===== src/rtl/adm2_pkg.sv =====
package adm2_pkg;
  typedef struct packed {
    logic update;
    logic clear;
  } admCtrl_t;
endpackage


===== src/rtl/adm2_ctrl.sv =====
module adm2_ctrl
  import adm2_pkg::*;
(
  input  logic     clk,
  input  logic     rst,
  input  logic     sampleValid,
  output admCtrl_t ctrl,
  output logic     codeValid
);
  always_comb begin
    ctrl.clear  = rst;
    ctrl.update = sampleValid && !rst;
  end

  always_ff @(posedge clk) begin
    if (rst) codeValid <= 1'b0;
    else     codeValid <= sampleValid;
  end

  AST_VALID_LATENCY: assert property (@(posedge clk) disable iff (rst)
    sampleValid |=> codeValid);
  AST_VALID_IDLE: assert property (@(posedge clk) disable iff (rst)
    !sampleValid |=> !codeValid);
endmodule


===== src/rtl/adm2_datapath.sv =====
module adm2_datapath
  import adm2_pkg::*;
#(
  parameter int DW          = 16,
  parameter int SW          = 16,
  parameter int FRAC        = 12,
  parameter int ALPHA_Q     = 4506,
  parameter int INV_ALPHA_Q = 3724,
  parameter int BETA_Q      = 7782,
  parameter int INV_BETA_Q  = 2156,
  parameter int GAMMA_Q     = 6144,
  parameter int MID_Q       = 4969,
  parameter int STEP_INIT   = 256,
  parameter int STEP_MIN    = 26,
  parameter int STEP_MAX    = 2560
) (
  input  logic                 clk,
  input  admCtrl_t             ctrl,
  input  logic signed [DW-1:0] sample,
  output logic [1:0]           code,
  output logic signed [DW-1:0] recon
);
  localparam int CW   = FRAC + 4;
  localparam int WW   = SW + 6;
  localparam int PW   = WW + CW;
  localparam int SUMW = DW + 2;
  localparam logic [PW-1:0] HALF = PW'(1) << (FRAC - 1);
  localparam logic signed [SUMW-1:0] YMAX = SUMW'((1 << (DW - 1)) - 1);
  localparam logic signed [SUMW-1:0] YMIN = -SUMW'(1 << (DW - 1));

  logic signed [DW-1:0] yReg;
  logic [SW-1:0]        stepReg;
  logic                 l1Prev, l2Prev;

  function automatic logic [WW-1:0] scaleQ(input logic [WW-1:0] v, input int c);
    logic [PW-1:0] p;
    p = PW'(v) * PW'(c) + HALF;
    return WW'(p >> FRAC);
  endfunction

  logic signed [DW:0]   errW;
  logic [DW:0]          mag;
  logic                 l1New, l2New, boost;
  logic [WW-1:0]        nStep, thr, sBeta, sGamma;
  logic [SW-1:0]        stepNext;
  logic signed [SUMW-1:0] sumW;
  logic signed [DW-1:0] yNext;

  always_comb begin
    errW  = $signed({sample[DW-1], sample}) - $signed({yReg[DW-1], yReg});
    l1New = !errW[DW];
    mag   = l1New ? $unsigned(errW) : $unsigned(-errW);
    nStep = scaleQ(WW'(stepReg), (l1New == l1Prev) ? ALPHA_Q : INV_ALPHA_Q);
    thr   = scaleQ(nStep, MID_Q);
    l2New = (WW'(mag) >= thr);
    sBeta = scaleQ(nStep, l2New ? BETA_Q : INV_BETA_Q);
    boost = !l2New && !l2Prev;
    sGamma = boost ? scaleQ(sBeta, GAMMA_Q) : sBeta;
    if (sGamma > WW'(STEP_MAX))      stepNext = SW'(STEP_MAX);
    else if (sGamma < WW'(STEP_MIN)) stepNext = SW'(STEP_MIN);
    else                             stepNext = SW'(sGamma);
    sumW = l1New ? (SUMW'(yReg) + $signed(SUMW'(stepNext)))
                 : (SUMW'(yReg) - $signed(SUMW'(stepNext)));
    if (sumW > YMAX)      yNext = DW'(YMAX);
    else if (sumW < YMIN) yNext = DW'(YMIN);
    else                  yNext = DW'(sumW);
  end

  always_ff @(posedge clk) begin
    if (ctrl.clear) begin
      yReg    <= '0;
      stepReg <= SW'(STEP_INIT);
      l1Prev  <= 1'b1;
      l2Prev  <= 1'b1;
      code    <= 2'b11;
    end else if (ctrl.update) begin
      yReg    <= yNext;
      stepReg <= stepNext;
      l1Prev  <= l1New;
      l2Prev  <= l2New;
      code    <= {l1New, l2New};
    end
  end

  assign recon = yReg;

  AST_STEP_RANGE: assert property (@(posedge clk) disable iff (ctrl.clear)
    (stepReg >= SW'(STEP_MIN)) && (stepReg <= SW'(STEP_MAX)));
  AST_RESET_STATE: assert property (@(posedge clk)
    ctrl.clear |=> (yReg == '0) && (stepReg == SW'(STEP_INIT)) && (code == 2'b11));
  AST_IDLE_HOLD: assert property (@(posedge clk) disable iff (ctrl.clear)
    !ctrl.update |=> $stable(yReg) && $stable(stepReg) && $stable(code));
  AST_PRED_DIRECTION: assert property (@(posedge clk) disable iff (ctrl.clear)
    ctrl.update |=> (code[1] ? (yReg >= $past(yReg)) : (yReg <= $past(yReg))));
endmodule


===== src/rtl/adm2_encoder.sv =====
module adm2_encoder
  import adm2_pkg::*;
#(
  parameter int DW          = 16,
  parameter int SW          = 16,
  parameter int FRAC        = 12,
  parameter int ALPHA_Q     = 4506,
  parameter int INV_ALPHA_Q = 3724,
  parameter int BETA_Q      = 7782,
  parameter int INV_BETA_Q  = 2156,
  parameter int GAMMA_Q     = 6144,
  parameter int MID_Q       = 4969,
  parameter int STEP_INIT   = 256,
  parameter int STEP_MIN    = 26,
  parameter int STEP_MAX    = 2560
) (
  input  logic                 clk,
  input  logic                 rst,
  input  logic                 sampleValid,
  input  logic signed [DW-1:0] sample,
  output logic [1:0]           code,
  output logic                 codeValid,
  output logic signed [DW-1:0] recon
);
  admCtrl_t ctrl;

  adm2_ctrl uCtrl (
    .clk(clk), .rst(rst), .sampleValid(sampleValid),
    .ctrl(ctrl), .codeValid(codeValid)
  );

  adm2_datapath #(
    .DW(DW), .SW(SW), .FRAC(FRAC),
    .ALPHA_Q(ALPHA_Q), .INV_ALPHA_Q(INV_ALPHA_Q),
    .BETA_Q(BETA_Q), .INV_BETA_Q(INV_BETA_Q),
    .GAMMA_Q(GAMMA_Q), .MID_Q(MID_Q),
    .STEP_INIT(STEP_INIT), .STEP_MIN(STEP_MIN), .STEP_MAX(STEP_MAX)
  ) uDp (
    .clk(clk), .ctrl(ctrl), .sample(sample),
    .code(code), .recon(recon)
  );
endmodule


===== config.mk =====
export PLATFORM = sky130hd
export DESIGN_NAME = adm2_encoder
export DESIGN_NICKNAME = d
export VERILOG_FILES = /design/src/rtl/adm2_pkg.sv /design/src/rtl/adm2_ctrl.sv /design/src/rtl/adm2_datapath.sv /design/src/rtl/adm2_encoder.sv
export SDC_FILE = /design/constraint.sdc
export NUM_CORES = 1
export LEC_CHECK = 0
export BUFFER_PORTS_ARGS = -buffer_cell sky130_fd_sc_hd__buf_4
export CELL_PAD_IN_SITES_DETAIL_PLACEMENT = 1
export CELL_PAD_IN_SITES_GLOBAL_PLACEMENT = 2
export CORE_MARGIN = 3
export CORE_UTILIZATION = 30
export DETAILED_ROUTE_END_ITERATION = 10
export PLACE_DENSITY = 0.71
export RECOVER_POWER = 25
export SYNTH_ARGS = -nofsm -noshare
export SYNTH_HDL_FRONTEND = slang
export SYNTH_SLANG_ARGS = --single-unit

===== constraint.sdc =====
create_clock -name clk -period 30.1 [get_ports clk]
set_clock_uncertainty 0.2 [all_clocks]
set_input_delay 1.505 -clock clk [delete_from_list [all_inputs] [get_ports clk]]
set_output_delay 1.505 -clock clk [all_outputs]
set_load 0.05 [all_outputs]

Word level (Yosys, flattened, before mapping)

Cells that the tools add are included.

Word-level logic and storage cells: 39
Input port bits: 19
Register bits after elaboration: 37
Output and inout port bits: 19

$lt $le $gt $ge: 5
Reductions and logical operators: 6
Multiply operators: 4
Mux-type cells: 9
Add/subtract/negate cells: 8
Equality and inequality tests: 1

Operator list:

| operator                 | number |
|---|---|
| $add A34 B12 Y34 const B | 4 |
| $mux W16                 | 4 |
| $mul A17 B32 Y34         | 1 |
| $mul A22 B13 Y34 const B | 1 |
| $mul A23 B32 Y34         | 1 |
| $mux W13                 | 2 |
| $mul A22 B2 Y23 const B  | 1 |
| $ge A17 B22 Y1           | 1 |
| $gt A22 B12 Y1 const B   | 1 |
| $lt A22 B5 Y1 const B    | 1 |
| $mux W22                 | 1 |
| $add A16 B17 Y18         | 1 |
| $gt A18 B16 Y1 const B   | 1 |
| $lt A18 B16 Y1 const B   | 1 |
| $mux W18                 | 1 |
| $sub A16 B17 Y18         | 1 |
| $mux W17                 | 1 |
| $neg A17 Y17             | 1 |
| $sub A16 B16 Y17         | 1 |
| $logic_not A1 Y1         | 4 |
| $logic_and A1 B1 Y1      | 2 |
| $eq A1 B1 Y1             | 1 |

Logic depth before layout (Yosys ltp)

Gate-level depths: netlist of the first run.

Depth after elaboration: 23
Gate-level depth with buffers: 130
Depth with buffers taken out: 124

Hierarchy

From an unflattened synthesis of the first run, not the netlist that was laid out.

Cells, all modules: 2340
Area total of the unflattened synthesis: 20043.0 µm²

By module, submodules not included:

| module        | cells an instance | seq. area each (µm²) | instances | area an instance (µm²) |
|---|---|---|---|---|
| adm2_datapath | 2336              | 680.7                | 1         | 20002.9 |
| adm2_ctrl     | 4                 | 20.0                 | 1         | 40.0 |

Worst setup path after synthesis of the first run

Ideal clock, no wire load.

Kind: input to register
Start: in sample[0]
End: reg uDp.yReg[5], in the netlist uDp.recon[5]
Slack: 1088 ps
Data arrival time: 28727 ps
Required time: 29814 ps
Library setup time: 86 ps
Stages on the path: 119
Buffers on the path: 4
Path through: inv_1 -> ha_1 -> inv_1 -> fa_1 -> a21o_1 -> a21oi_1 -> o21ai_0 -> a21oi_1 -> o21a_1 -> o21ai_0 -> a21oi_1 -> a211oi_1 -> o41a_1 -> clkbuf_1 -> clkinv_1 -> xnor2_1 -> clkbuf_1 -> nand2_1 -> [... 83 more ...] -> nand2_1 -> o21a_1 -> ha_1 -> nor2b_1 -> o21ai_0 -> a21boi_0 -> o21ai_0 -> a21boi_0 -> o21ai_0 -> a21boi_0 -> o31ai_1 -> a211oi_1 -> nor3_1 -> nor3_1 -> o22ai_1 -> clkbuf_1 -> nand3b_1 -> a211oi_1

Cells in the longest elaborated chain, start to end: 23
Elaborated cells between the ends (all ways): 30
Those cells by class: add/sub: 8; mul: 4; order compare: 5; eq/ne: 1; mux: 9; reduce/logical: 3

Ends and longest elaborated chain:

| item                                                        | RTL line                                 | source |
|---|---|---|
| start, declared                                             | adm2_encoder.sv:20                       | `input logic signed [DW-1:0] sample,` |
| $sub A16 B16 Y17 *                                          | adm2_datapath.sv:50                      | `errW = $signed({sample[DW-1], sample}) - $signed({yReg[DW-1], yReg});` |
| $logic_not A1 Y1                                            | adm2_datapath.sv:51                      | `l1New = !errW[DW];` |
| $eq A1 B1 Y1                                                | adm2_datapath.sv:53                      | `nStep = scaleQ(WW'(stepReg), (l1New == l1Prev) ? ALPHA_Q : INV_ALPHA_Q);` |
| $mux W13                                                    | adm2_datapath.sv:53                      |  |
| $mul A17 B32 Y34                                            | adm2_datapath.sv:37                      | `p = PW'(v) * PW'(c) + HALF;` |
| $add A34 B12 Y34                                            | adm2_datapath.sv:37                      |  |
| $mul A22 B13 Y34                                            | adm2_datapath.sv:37                      |  |
| $add A34 B12 Y34                                            | adm2_datapath.sv:37                      |  |
| [... 7 more ...]                                            | n/a                                      |  |
| $lt A22 B5 Y1                                               | adm2_datapath.sv:60                      | `else if (sGamma < WW'(STEP_MIN)) stepNext = SW'(STEP_MIN);` |
| $mux W16                                                    | adm2_datapath.sv:60                      |  |
| $mux W16                                                    | adm2_datapath.sv:59                      | `if (sGamma > WW'(STEP_MAX)) stepNext = SW'(STEP_MAX);` |
| $add A16 B17 Y18 / $sub A16 B17 Y18 (equally long branches) | adm2_datapath.sv:62, adm2_datapath.sv:63 |  |
| $mux W18 *                                                  | adm2_datapath.sv:62                      | `sumW = l1New ? (SUMW'(yReg) + $signed(SUMW'(stepNext)))` |
| $lt A18 B16 Y1                                              | adm2_datapath.sv:65                      | `else if (sumW < YMIN) yNext = DW'(YMIN);` |
| $mux W16                                                    | adm2_datapath.sv:65                      |  |
| $mux W16 *                                                  | adm2_datapath.sv:64                      | `if (sumW > YMAX) yNext = DW'(YMAX);` |
| end signal, assigned                                        | adm2_datapath.sv:77                      | `yReg <= yNext;` |
| end, declared                                               | adm2_datapath.sv:31                      | `logic signed [DW-1:0] yReg;` |

Every way passes the cells marked *; elsewhere a longest branch is shown, timed or not.
A chain may end at the register's enable or synchronous reset.

Worst setup path in the final report of the first run

Start: in sample[0]
End: reg uDp.yReg[14], in the netlist uDp.recon[14]

Same word-level chain as after synthesis.

==> flow_summary.yaml, run 1 <==
final_layout:
  drive_gt1_frac: 0.142
  final_common_cell: "inv_1"
  layout.nets: 3424
  fillers: 8380
  layout_common_cells: "inv_1 (505), ha_1 (434), fa_1 (309), buf_4 (189), nand2_1 (133)"
  final_cells: 3592
  area_growth_pct: 16.1
clock_network:
  root_buffer: "clkbuf_16"
  numCtsBuffers: 5
  path_clk_slew_ps: 60
  htreeDepth: 2
  cts_tree: "built"
  cts.sinks: 35
  clk_latency_ps: 280
  cts-hold-fix-buffers: 0
  cts_buffer_depth: 2
placed_design:
  gp_congestion: 0.907
  dp_cells: 3553
  dp_hpwl_um: 60400
  io_buffers: 37
yosys:
  synth_ff_type: "dfxtp_1"
  yosys_register_bits: 35
  synth_cells: 2462
  syn_area_sq_mm: 0.0218
  ys_warn_count: 0
  yosysSeqAreaShare: 0.0321
  synth_area_per_cell_sq_um: 8.85
  synth-edff-count: 0
  ys_types: 91
  async_reset_ff_frac: 0
routing:
  drc_errors: 0
  vias_per_cell: 4.93
  drt_iter0_drc: 685
  drtAntennaViolNets: 0
  dr.pass1.iters: 5
  wl_um: 67800
  num_vias: 17700
  wl_per_cell_um: 18.9
setup_path:
  rrSetupSlack_ps: 2240
  end_kind: "flop"
  worst-path-buf-inv: 18
  crit_path_max_fanout: 10
  required_ps: 30100
  cp_top_family: "adder cells"
  crit_slowest_cell: "or4_4"
  cp_common_cell: "fa_1"
  crit_arrival_ps: 28780
  start_kind: "input port"
  slowest_delay_ps: 590
  critical_path_class: "in -> reg"
grt:
  grt_pass1_wl_um: 108000
  grt_overflow: 0
  antenna_found_initial: 1
  track_usage: 0.181
  grt_pass1_vias: 19600
  grt_max_degree: 49
timing:
  setup_viol: 0
  tightest_slew_ps: 937
  hold_viol: 0
  final.period_utilization: 0.956
  slew_headroom: 0.368
  min_period_ps: 28780
  slew_viol_final: 0
  fmax_ghz: 0.0347
status:
  status: "complete, no violations"
min_path:
  min_path_type: "reg -> reg"
floorplan:
  initial_utilization: 0.304
  die_height_um: 276
  fp.dieW_um: 276
  fp.dieArea_sq_mm: 0.0759
  core-area_sq_mm: 0.0717
  num_rows: 98
  io_pins: 38
run:
  drv_cap: 0
worst min-delay path: stages (launching register included):
cell	delay, ps
dfxtp_1	350
nand2b_1	90
a21oi_1	50
cells by family (layout without fill, tap and decap cells):
| kind of cell | after synthesis | in the layout | share of synthesized area |
|---|---|---|---|
| buffers and inverters | 560 | 723 | 0.0984 |
| adder cells (fa/ha/maj) | 764 | 764 | 0.546 |
| multiplexers | 21 | 21 | 0.0103 |
| other | 2 | 19 | 0.000344 |
| AND/OR/NAND/NOR | 544 | 544 | 0.127 |
| XOR/XNOR | 130 | 130 | 0.0522 |
| flip-flops | 35 | 35 | 0.0321 |
| AO/OA/AOI/OAI | 406 | 406 | 0.134 |
final cells by class:
type	instances	area, sq um	area share
clock buffer	6	129	0.00509
clock inverter	1	30.0	0.00119
multi-input combinational	1883	19800	0.782
timing repair buffer	203	1540	0.0610
tap	950	1190	0.0470
sequential	35	701	0.0277
inverter	513	1930	0.0762
antenna	1	2.50	0.0000989
stage by stage:
stage	util	hold WS [ps]	instance area, sq um	setup WS [ps]	TNS, ps
2_1_floorplan	-	288	21900	1090	0
3_3_place_gp	0.337	331	24200	-102	-995
3_5_place_dp	0.337	334	24200	-933	-13410
4_1_cts	0.340	344	24400	12.2	0
5_1_grt	0.353	385	25300	-194	-2170
6_report	0.353	336	25300	1320	0
final timing paths:
path | start | endpoint | depth (start not counted)
setup reg to reg | uDp.recon[0] | uDp.recon[14] | 120
hold / removal | uDp.stepReg[7] | uDp.stepReg[7] | 2
hold reg to reg | uDp.stepReg[7] | uDp.stepReg[7] | 2
setup / recovery | sample[0] | uDp.recon[14] | 122
routing by layer:
layer / GRT usage / up-vias / part of all wire
met4: 0.0354 / 0 / 0.021
met5: 0 / - / 0
met2: 0.322 / 176 / 0.50
li1: - / 8542 / -
met3: 0.0101 / 47 / 0.021
met1: 0.243 / 8959 / 0.46
Yosys cell counts (7+ instances only):
cell type,instances,area (sq um)
o31ai_1,8,60.1
nand2b_1,25,156
xnor2_1,78,683
nor3_1,40,200
o211ai_1,12,90.1
clkbuf_1,35,131
o21ai_0,56,280
nand3b_1,14,105
or3_1,18,113
a31oi_1,16,100
nand4b_1,8,70.1
nor2b_1,23,144
and2_1,28,175
a211oi_1,36,270
and3_1,12,75.1
mux2i_1,15,150
o21a_1,25,188
a21boi_0,15,113
a21o_1,25,188
nand4_1,16,100
a211o_1,14,123
dfxtp_1,35,701
nor2_1,135,507
a21oi_1,99,495
ha_1,453,5670
or2_2,12,75.1
fa_1,311,6230
nand2_1,134,503
inv_1,511,1920
nand3_1,40,200
a311oi_1,7,61.3
xor2_1,52,455
registers in the layout (all words and copies together), names as in the netlist:
name	cells
uDp.recon	16
uDp.stepReg	16
uCtrl.codeValid	1
uDp.code	1
uDp.l1Prev	1
what timing repair did:
action / 4_1_cts / 5_1_grt
pin swaps: 1 / 61
setup endpoints to repair: 16 / 16
resized for setup: 24 / 153
buffers inserted: 0 / 31
Power of run 1 is left out: the tool's default activity adds up to more than one toggle a clock period on the data nets, which glitch-free logic cannot reach.
==> run 2: changes to the inputs <==
--- a/config.mk
+++ b/config.mk
@@ -11,7 +11,7 @@
 export CORE_MARGIN = 3
 export CORE_UTILIZATION = 30
 export DETAILED_ROUTE_END_ITERATION = 10
-export PLACE_DENSITY = 0.71
+export PLACE_DENSITY = 0.69
 export RECOVER_POWER = 25
 export SYNTH_ARGS = -nofsm -noshare
 export SYNTH_HDL_FRONTEND = slang
==> constraint.sdc (replaced) <==
create_clock -name clk -period 35.5 [get_ports clk]
set_clock_uncertainty 0.2 [all_clocks]
set_input_delay 1.775 -clock clk [delete_from_list [all_inputs] [get_ports clk]]
set_output_delay 1.775 -clock clk [all_outputs]
set_load 0.05 [all_outputs]
==> run 2 against run 1 <==
  * The run now ends with max-capacitance violations, max-slew violations left
  * Routed wire length down 3.6%
  * Global-route usage down 0.54 points
  * Non-clock buffer count down 142
  * Clock-buffer cell count down 1
  * Sequential share of layout area up 0.21 points
  * Worst setup slack better by 720 ps
==> flow_summary.yaml, run 2 (synthesis gave the netlist of run 1 again) <==
setup_path:
  end_kind: "flop"
  crit_arrival_ps: 33450
  critical_path_class: "in -> reg"
  start_kind: "input port"
  reg2reg_depth: 113
  cp_common_cell: "fa_1"
  crit_slowest_cell: "a21oi_2"
  required_ps: 35490
  crit_path_max_fanout: 33
  rrSetupSlack_ps: 3220
  slowest_delay_ps: 720
floorplan:
  initial_utilization: 0.304
  die_height_um: 276
  fp.dieArea_sq_mm: 0.0759
  fp.dieW_um: 276
  io_pins: 38
  core-area_sq_mm: 0.0717
  num_rows: 98
status:
  status: "finished with violations"
  violations: "max-capacitance violations, max-slew violations"
placed_design:
  gp_congestion: 0.844
  io_buffers: 37
  dp_hpwl_um: 58400
grt:
  use_met1: 0.237
  grt_pass1_wl_um: 105000
  grt_overflow: 0
  grt-busiest-layer: "met2"
  grt_pass1_vias: 18900
  met2_usage: 0.312
  antenna_found_initial: 0
  grt_max_degree: 49
  track_usage: 0.175
  use_met3: 0.00991
routing:
  drtAntennaViolNets: 0
  vias_per_cell: 4.96
  drt_iter0_drc: 644
  wl_um: 65300
  drc_errors: 0
  dr.pass1.iters: 5
  num_vias: 17100
  wl_per_cell_um: 18.9
clock_network:
  cts_buffer_depth: 2
  htreeDepth: 2
  path_clk_slew_ps: 60
  root_buffer: "clkbuf_16"
  clk_latency_ps: 280
  numCtsBuffers: 5
  cts_tree: "built"
  cts.sinks: 35
timing:
  slew_headroom: -0.411
  tightest_slew_ps: 2120
  tns_ps: 0
  final.period_utilization: 0.943
  slew_viol_final: 49
  hold_viol: 0
  grt_setup_unrepaired: "no"
  fmax_ghz: 0.0299
  setup_viol: 0
  min_period_ps: 33460
final_layout:
  final_common_cell: "inv_1"
  drive_gt1_frac: 0.0464
  area_growth_pct: 7.71
  layout_common_cells: "inv_1 (511), ha_1 (453), fa_1 (311), nor2_1 (135), nand2_1 (134)"
  layout.nets: 3283
  fillers: 8481
min_path:
  hold_path_depth: 2
  min_path_type: "reg -> reg"
run:
  drv_cap: 1
[run 2: cell types whose count changed in the layout (fill, tap and decap cells not counted), sizes merged]
cell / before / now
clkbuf: 15 / 14
bufinv: 1 / 2
nor3: 43 / 44
buf: 194 / 52
clkinv: 1 / 2
[run 2: final cells by class]
type,count,area (sq um),area share
Multi-Input combinational cell,1884,19000,0.811
Inverter,513,1930,0.0820
Tap cell,950,1190,0.0506
Sequential cell,35,701,0.0298
Timing Repair Buffer,61,424,0.0181
Clock buffer,5,125,0.00533
Clock inverter,3,67.6,0.00288
Antenna cell,1,2.50,0.000107
[run 2: worst paths after layout]
path	to	start
max	uDp.recon[8]	sample[0]
min	uDp.stepReg[6]	uDp.stepReg[6]
min reg2reg	uDp.stepReg[6]	uDp.stepReg[6]
max reg2reg	uDp.recon[8]	uDp.recon[1]
[run 2: per-layer routing]
layer / routed length, um / share of wire / vias to the layer above
li1: - / - / 8268
met1: 30600 / 0.47 / 8614
met2: 32200 / 0.49 / 181
met3: 1370 / 0.021 / 51
met4: 1170 / 0.018 / 0
met5: 0 / 0 / -
[run 2: repair_timing]
item | 4_1_cts | 5_1_grt
setup endpoints to repair | 0 | 16
hold buffers | 0 | 0
setup buffers | 0 | 4
resized for setup | 0 | 3
[run 2: metrics by stage]
stage | setup WS [ps] | hold slack (ps) | util | cells | area, sq um
after global placement | 2380 | 333 | 0.324 | 3438 | 23300
after CTS | 1720 | 334 | 0.327 | 3446 | 23500
after global routing | 47.0 | 384 | 0.327 | 3451 | 23500
final | 2040 | 332 | 0.327 | 3452 | 23500
after detailed placement | 1520 | 322 | 0.324 | 3438 | 23300
after floorplan | 6220 | 288 | - | 2478 | 21900
[run 2: critical path, delay by kind of cell]
family	cells	cell delay [ps]
xor+xnor	5	1150
fa+ha+maj	27	11720
compound gates	50	11710
simple gates	19	4620
buf+inv	15	2410
Power of run 2 is left out for the same reason.
==> run 3: changes to the inputs <==
--- a/config.mk
+++ b/config.mk
@@ -13,6 +13,7 @@
 export DETAILED_ROUTE_END_ITERATION = 10
 export PLACE_DENSITY = 0.69
 export RECOVER_POWER = 25
+export REMOVE_ABC_BUFFERS = 1
 export SYNTH_ARGS = -nofsm -noshare
 export SYNTH_HDL_FRONTEND = slang
 export SYNTH_SLANG_ARGS = --single-unit
==> run 3 against run 2 <==
  * Routed wire length increased by 0.77%
  * Flip-flop and latch count stayed put
  * Global-route usage is 0.31 points higher
  * Die area did not move
  * Worst setup slack improved by 96 ps
  * Sequential share of layout area is essentially flat
  * Utilization is essentially flat
  * Cell area is essentially flat
  * The run still ends with max-capacitance violations, max-slew violations left
==> flow_summary.yaml, run 3 (synthesis gave the netlist of run 1 again) <==
status:
  status: "finished with violations"
  violations: "max-capacitance violations, max-slew violations"
floorplan:
  fp.dieW_um: 276
  initial_utilization: 0.304
  num_rows: 98
  fp.dieArea_sq_mm: 0.0759
  io_pins: 38
  die_height_um: 276
  core-area_sq_mm: 0.0717
routing:
  wl_per_cell_um: 19.1
  wl_um: 65800
  wl_met3_um: 872
  drt_iter0_drc: 551
  num_vias: 17100
  vias_per_cell: 4.97
  wl_met1_um: 31000
  dr_wl_met2_um: 33100
  drtAntennaViolNets: 0
  top_layer: "met4"
  dr.pass1.iters: 7
  drc_errors: 0
clock_network:
  clk_latency_ps: 280
  cts_tree: "built"
  cts-hold-fix-buffers: 0
  htreeDepth: 2
  path_clk_slew_ps: 60
  root_buffer: "clkbuf_16"
  cts_buffer_depth: 2
  cts.sinks: 35
  numCtsBuffers: 5
final_layout:
  ff_latch_area_sq_um: 701
  final_common_cell: "inv_1"
  multi_input_area_sq_mm: 0.0191
  layout_common_cells: "inv_1 (510), ha_1 (452), fa_1 (311), nand2_1 (134), nor2_1 (132)"
  drive_gt1_frac: 0.0489
  final_util: 0.327
  antenna_cells: 0
  area_growth_pct: 7.67
  final_area_sq_mm: 0.0235
  layout.nets: 3276
  fillers: 8445
run:
  drv_cap: 1
setup_path:
  cp_common_cell: "fa_1"
  slowest_delay_ps: 560
  rrSetupSlack_ps: 3400
  critical_path_class: "in -> reg"
  crit_path_max_fanout: 33
  required_ps: 35480
  crit_arrival_ps: 33350
  crit_slowest_cell: "fa_1"
  start_kind: "input port"
  end_kind: "flop"
grt:
  grt_pass1_wl_um: 108000
  track_usage: 0.179
  grt_max_degree: 49
  antenna_found_initial: 0
  grt_overflow: 0
  grt_pass1_vias: 19300
placed_design:
  dp_hpwl_um: 58600
  io_buffers: 37
  gp_congestion: 0.890
  placed_cell_area_sq_mm: 0.0232
timing:
  tns_ps: 0
  slew_viol_final: 49
  fmax_ghz: 0.0300
  tightest_slew_ps: 2110
  min_period_ps: 33370
  hold_slack_ps: 372
  slew_headroom: -0.407
  final.period_utilization: 0.940
  setup_viol: 0
  hold_viol: 0
min_path:
  min_path_type: "reg -> reg"
run 3: cell types whose count changed in the layout (fill, tap and decap cells not counted), sizes merged:
cell,change
clkbuf,+2
clkinvlp,+1
inv,-1
diode,-1
nor3,-1
bufinv,-2
buf,-6
run 3: cell type report:
type,instances,share of cell area
Clock inverter,1,0.000213
Clock buffer,7,0.00565
Timing Repair Buffer,55,0.0163
Inverter,513,0.0824
Tap cell,950,0.0506
Sequential cell,35,0.0299
Multi-Input combinational cell,1883,0.815
run 3: critical path, delay by kind of cell:
family / cells / cell delay [ps]
fa+ha+maj: 27 / 11770
compound gates: 49 / 11150
simple gates: 19 / 4300
buf+inv: 16 / 2550
xor+xnor: 6 / 1410
mux: 1 / 330
run 3: final timing paths:
path	startpoint	to	cells after the start
worst max-delay path	sample[0]	uDp.recon[11]	118
worst min-delay path	uDp.stepReg[6]	uDp.stepReg[6]	2
worst max register to register	uDp.recon[0]	uDp.recon[11]	116
worst min register to register	uDp.stepReg[6]	uDp.stepReg[6]	2
run 3: per-layer routing:
| metal | global-route usage | vias up |
|---|---|---|
| li1 | - | 8237 |
| met1 | 0.242 | 8719 |
| met2 | 0.326 | 147 |
| met3 | 0.00504 | 28 |
| met4 | 0.0207 | 0 |
| met5 | 0 | - |
run 3: metrics by stage:
step,setup slack (ps),cells
2_1_floorplan,3370,2431
3_3_place_gp,802,3434
3_5_place_dp,110,3434
4_1_cts,259,3442
5_1_grt,-19.5,3444
6_report,2130,3444
run 3: what timing repair did:
action                     CTS  global route
resized for setup            0            23
buffers inserted             0             2
setup endpoints to repair    0            16
hold endpoints to repair     0             0
Power of run 3 is left out for the same reason.
